$ cat src/rtl/ap_pkg.sv
package ap_pkg;
  localparam int CFG_W   = 16;
  localparam int PER_W   = 4;
  localparam int NCH     = 2;
  localparam int CH_RX   = 0;
  localparam int CH_TX   = 1;
  localparam int CH_STEP = 8;
  localparam logic [CFG_W-1:0] CFG_RESET = 16'h0001;

  typedef struct packed {
    logic             long_sel;
    logic [PER_W-1:0] period;
  } chan_cfg_t;

  // channel ch occupies bits [8*ch+4 : 8*ch]
  function automatic chan_cfg_t field_of(input logic [CFG_W-1:0] w, input int ch);
    chan_cfg_t f;
    f.long_sel = w[ch*CH_STEP + PER_W];
    f.period   = w[ch*CH_STEP +: PER_W];
    return f;
  endfunction

  function automatic int base_mult(input logic long_sel, input logic fast);
    case ({long_sel, fast})
      2'b01:   return 1;
      2'b00:   return 10;
      2'b11:   return 16;
      default: return 160;
    endcase
  endfunction
endpackage

$ cat src/rtl/ap_prescaler.sv
module ap_prescaler #(
  parameter int QUANTUM_CLKS = 640
) (
  input  logic clk,
  input  logic rst,
  input  logic restart_i,
  input  logic long_i,
  input  logic fast_i,
  output logic tick_o
);
  import ap_pkg::*;
  localparam int MAXLEN = QUANTUM_CLKS * 160;
  localparam int LW     = $clog2(MAXLEN + 1);

  logic [LW-1:0] cnt_q;
  logic [LW-1:0] last_w;

  assign last_w = LW'(QUANTUM_CLKS * base_mult(long_i, fast_i) - 1);
  // >= keeps the counter safe when the link speed shrinks the limit
  assign tick_o = (cnt_q >= last_w);

  always_ff @(posedge clk) begin
    if (rst || restart_i) cnt_q <= '0;
    else if (tick_o)      cnt_q <= '0;
    else                  cnt_q <= cnt_q + 1'b1;
  end

  a_r2_cnt_bounded: assert property (@(posedge clk) disable iff (rst)
    (cnt_q <= LW'(MAXLEN - 1)));
endmodule

$ cat src/rtl/ap_period.sv
module ap_period #(
  parameter int PW = 4
) (
  input  logic          clk,
  input  logic          rst,
  input  logic          restart_i,
  input  logic          tick_i,
  input  logic [PW-1:0] period_i,
  output logic          fire_o
);
  logic [PW-1:0] cnt_q;
  logic          at_end;

  assign at_end = (cnt_q >= period_i - 1'b1);
  assign fire_o = tick_i && (period_i != '0) && at_end;

  always_ff @(posedge clk) begin
    if (rst || restart_i) cnt_q <= '0;
    else if (tick_i)      cnt_q <= at_end ? '0 : cnt_q + 1'b1;
  end

  a_r2_count_in_range: assert property (@(posedge clk) disable iff (rst)
    (period_i != '0) |-> (cnt_q < period_i));
endmodule

$ cat src/rtl/ap_merge.sv
module ap_merge (
  input  logic clk,
  input  logic rst,
  input  logic timer_req_i,
  input  logic demand_i,
  input  logic busy_i,
  output logic poll_o
);
  logic pend_q;
  logic want;

  assign want = timer_req_i | demand_i | pend_q;

  always_ff @(posedge clk) begin
    if (rst) begin
      pend_q <= 1'b0;
      poll_o <= 1'b0;
    end else if (busy_i) begin
      pend_q <= want;
      poll_o <= 1'b0;
    end else begin
      pend_q <= 1'b0;
      poll_o <= want;
    end
  end

  a_r6_busy_blocks: assert property (@(posedge clk) disable iff (rst)
    busy_i |=> !poll_o);
  a_r6_pending_release: assert property (@(posedge clk) disable iff (rst)
    (pend_q && !busy_i) |=> (poll_o && !pend_q));
  a_r4_demand_served: assert property (@(posedge clk) disable iff (rst)
    (demand_i && !busy_i) |=> poll_o);
endmodule

$ cat src/rtl/ring_autopoll.sv
module ring_autopoll #(
  parameter int QUANTUM_CLKS = 640
) (
  input  logic        clk,
  input  logic        rst,
  input  logic        link_fast_i,
  input  logic        cfg_we_i,
  input  logic [15:0] cfg_wdata_i,
  input  logic        tx_demand_i,
  input  logic        rx_demand_i,
  input  logic        dma_busy_i,
  output logic        tx_poll_o,
  output logic        rx_poll_o
);
  import ap_pkg::*;

  logic [CFG_W-1:0] cfg_q;
  logic [NCH-1:0]   demand_w;
  logic [NCH-1:0]   poll_w;

  assign demand_w[CH_RX] = rx_demand_i;
  assign demand_w[CH_TX] = tx_demand_i;
  assign rx_poll_o       = poll_w[CH_RX];
  assign tx_poll_o       = poll_w[CH_TX];

  always_ff @(posedge clk) begin
    if (rst)           cfg_q <= CFG_RESET;
    else if (cfg_we_i) cfg_q <= cfg_wdata_i;
  end

  for (genvar ch = 0; ch < NCH; ch++) begin : g_ch
    chan_cfg_t cur, nxt;
    logic      restart, tick, fire;

    assign cur     = field_of(cfg_q, ch);
    assign nxt     = field_of(cfg_wdata_i, ch);
    assign restart = demand_w[ch] | (cfg_we_i && (nxt != cur));

    ap_prescaler #(.QUANTUM_CLKS(QUANTUM_CLKS)) u_pre (
      .clk(clk), .rst(rst), .restart_i(restart),
      .long_i(cur.long_sel), .fast_i(link_fast_i), .tick_o(tick));

    ap_period #(.PW(PER_W)) u_per (
      .clk(clk), .rst(rst), .restart_i(restart),
      .tick_i(tick), .period_i(cur.period), .fire_o(fire));

    ap_merge u_mrg (
      .clk(clk), .rst(rst), .timer_req_i(fire), .demand_i(demand_w[ch]),
      .busy_i(dma_busy_i), .poll_o(poll_w[ch]));

    a_r3_zero_silent: assert property (@(posedge clk) disable iff (rst)
      (cur.period == '0) |-> !fire);
    a_r2_fire_on_tick: assert property (@(posedge clk) disable iff (rst)
      fire |-> tick);
  end
endmodule

$ cat config.mk
export PLATFORM = sky130hd
export DESIGN_NAME = ring_autopoll
export DESIGN_NICKNAME = d
export VERILOG_FILES = /design/src/rtl/ap_pkg.sv /design/src/rtl/ap_prescaler.sv /design/src/rtl/ap_period.sv /design/src/rtl/ap_merge.sv /design/src/rtl/ring_autopoll.sv
export SDC_FILE = /design/constraint.sdc
export NUM_CORES = 1
export LEC_CHECK = 0
export ABC_AREA = 1
export BUFFER_PORTS_ARGS = -buffer_cell sky130_fd_sc_hd__buf_2
export CAP_MARGIN = 20
export CORE_UTILIZATION = 35
export CTS_BUF_LIST = sky130_fd_sc_hd__clkbuf_8
export CTS_CLUSTER_SIZE = 25
export DETAILED_ROUTE_END_ITERATION = 8
export HOLD_SLACK_MARGIN = 0.05
export PLACE_DENSITY = 0.61
export SYNTH_ARGS = -nofsm -noshare
export SYNTH_HDL_FRONTEND = slang
export SYNTH_HIERARCHICAL = 1
export SYNTH_SLANG_ARGS = --single-unit
$ cat constraint.sdc
create_clock -name clk -period 5.1 [get_ports clk]
set_input_delay 0.765 -clock clk [delete_from_list [all_inputs] [get_ports clk]]
set_output_delay 0.765 -clock clk [all_outputs]
set_load 0.005 [all_outputs]
==> run summary <==
H-tree depth -> 2
Rows -> 36
Post-Route WL -> 6780 um
die area -> 10800 um^2
clk root buf -> clkbuf_8
CTS clock-pin slew for the worst setup and hold paths -> 110 ps
CTS resizes -> 0
drt first-iter violations -> 142
initial antenna violation count -> 0
clk buf depth -> 2
final period utilization -> 48.2%
PortBufs -> 18
Post-CTS Hold Fix Bufs -> 0
sw frac -> 25.7%
internal reg-to-reg setup slack -> 2840 ps
Sw Pwr -> 0.000223 W
Yosys cell types -> 28
floorplan core area -> 9910 um^2
CTS tree -> built
TNS Setup -> 0 ps
fmax -> 407 MHz
critical-path maximum fanout -> 8
fin util -> 39.5%
DP HPWL -> 5240 um
max-cap violation count -> 0
combinational power share -> 10.9%
Synth Cell Area -> 3620 um^2
DIE WIDTH -> 104 um
Ports -> 25
#FFs+latches synth -> 56
worst-skew pair later-pin latency -> 320 ps
largest net degree at the start of global routing -> 21
Period minus WS final -> 2460 ps
power per cell area -> 221 nW/um^2
global-route wire length before repair -> 12100 um
Max Slew Vio Count -> 0
gr ovfl total -> 0
number of global-route vias before repair -> 2941
Fin. Hold Viols -> 0
Critical Path AT -> 2670 ps
# DRC -> 0
number of buffers created by CTS -> 5
Avg Inst Size Synth -> 7.16 um^2
final setup violation count -> 0
die height -> 104 um
Final Net Count -> 580
postcts setup bufs -> 0
DR pass1 iterations -> 7
Tot GR Track Use -> 13.3%
skew final -> 5.72 ps
Setup crit start kind -> input port
Setup CP Type -> input port to flip-flop
Starting Density -> 36.6%
proportion of layout cells with a drive suffix above 1 -> 13.4%
Yosys top cell by area -> dfxtp_1
P_leak -> 1.66 nW
via/cell ratio -> 4.54
Synth warnings -> 6
Area growth, synth to finish -> 7.98%
Worst Path Required -> 5310 ps
cells after synthesis -> 506
gp weighted congestion -> 0.770
Sink Count -> 56
Setup crit end kind -> flip-flop
diode count -> 0
Min-Delay Path Class -> flip-flop to flip-flop
Antenna Nets Post-Route -> 0
largest cells by area after synthesis -> dfxtp_1, ha_1, nand2_1, inv_1, nor2_1
Reg power frac -> 52.5%
clock network fraction of total power -> 36.5%
Post-Syn Nets -> 563
internal power -> 0.000643 W
via count -> 2986
sequential fraction of the synthesis area -> 30.9%
outcome -> completed
wire per inst -> 10.3 um
VDD IR max -> 0.000107 V
Synth top area share -> 30.9%
RSZ-0062 raised after global routing -> false
==> worst max-delay path, cell delays in order <==
cell	delay [ps]
buf_2	160
inv_1	90
nand2_1	80
ha_1	330
a21oi_1	150
o21ai_0	120
nor2_1	270
nand2_1	260
inv_2	130
a21oi_1	40
nand2_1	70
inv_1	40
inv_1	100
a21oi_2	60
==> area by class of cell <==
class / count / area, um^2
repair buffers: 18 / 90.1
clock buffers: 6 / 82.6
flip-flops and latches: 56 / 1120
clock inverters: 2 / 38.8
well taps: 133 / 166
inverters: 77 / 289
multi-input cells: 365 / 2120
fillers: 1054 / 6000
==> kinds of logic (layout without fill, tap and decap cells) <==
family | Yosys count | after routing | share of synthesized area (%)
AOI/OAI and AO/OA | 56 | 56 | 8.63
other | 2 | 2 | 0.207
buffers and inverters | 85 | 103 | 10.4
adders and majority gates | 34 | 34 | 11.7
DFF | 56 | 56 | 30.9
xor gates and xnor gates | 32 | 32 | 7.73
and+or+nand+nor | 241 | 241 | 30.3
==> synthesized netlist by cell type <==
| master | number |
|---|---|
| nand2_1 | 102 |
| inv_1 | 73 |
| nor2_1 | 64 |
| dfxtp_1 | 56 |
| ha_1 | 34 |
| a21oi_1 | 31 |
| nand3_1 | 25 |
| nor2_2 | 20 |
| xnor2_1 | 16 |
| xor2_1 | 16 |
| o21ai_0 | 11 |
| nand2_2 | 10 |
| nand4_1 | 6 |
| nor3_1 | 6 |
| o21ai_1 | 6 |
| a21oi_2 | 4 |
| nor2_4 | 4 |
| buf_6 | 3 |
| buf_12 | 2 |
| clkbuf_1 | 2 |
| clkinv_1 | 2 |
| conb_1 | 2 |
| inv_2 | 2 |
| nand3_4 | 2 |
| nand3b_1 | 2 |
| o21a_1 | 2 |
| o21bai_2 | 2 |
| buf_4 | 1 |
==> registers in the layout, indices dropped and copies added, names as in the netlist <==
register and cells:
g_ch.u_pre/cnt_q 34, g_ch.u_mrg/poll_o 2, cfg_q 10, g_ch.u_per/cnt_q 8
g_ch.u_mrg/pend_q 2
==> layer usage <==
layer,vias up,global-route usage [%],wire (um)
li1,1617,-,-
met1,1346,15.9,3380
met2,16,24.0,3200
met3,7,2.45,111
met4,0,4.29,89
met5,-,0,0
==> worst paths after layout <==
kind | startpoint | endpoint | cells after the start
max reg2reg | cfg_q[12] | g_ch[1].u_mrg/pend_q | 12
min reg2reg | g_ch[0].u_pre/cnt_q[0] | g_ch[0].u_pre/cnt_q[0] | 1
max | link_fast_i | g_ch[1].u_mrg/pend_q | 14
min | g_ch[0].u_pre/cnt_q[0] | g_ch[0].u_pre/cnt_q[0] | 1
==> through the flow <==
stage                     instances  total power [W]  area [um^2]  setup WS [ps]  hold slack [ps]
after floorplan                 506         0.000536         3620           2860              439
after global placement          649         0.000555         3790           2430              456
after detailed placement        649         0.000560         3790           2360              465
after CTS                       657         0.000878         3910           2700              493
after global routing            657         0.000909         3910           2490              514
final                           657         0.000866         3910           2640              486
==> placed cells by master (no fill, tap or decap), drive strengths merged <==
cell,Yosys,routed
xnor2,16,16
o21ai,17,17
nand3,27,27
bufinv,0,1
conb,2,2
dfxtp,56,56
a21oi,35,35
nand3b,2,2
nor2,88,88
nand2,112,112
nand4,6,6
clkbuf,2,6
o21a,2,2
xor2,16,16
buf,6,18
inv,75,75
ha,34,34
o21bai,2,2
clkinv,2,3
nor3,6,6
==> power groups by stage <==
stage                     Combinational [W]  Clock (W)  Sequential, W
final                             0.0000948   0.000316       0.000455
after global routing               0.000110   0.000342       0.000457
after CTS                         0.0000954   0.000328       0.000455
after detailed placement          0.0000946          0       0.000465
after global placement            0.0000907          0       0.000465
after floorplan                   0.0000736          0       0.000463
Power figures use the tool's default switching activity.
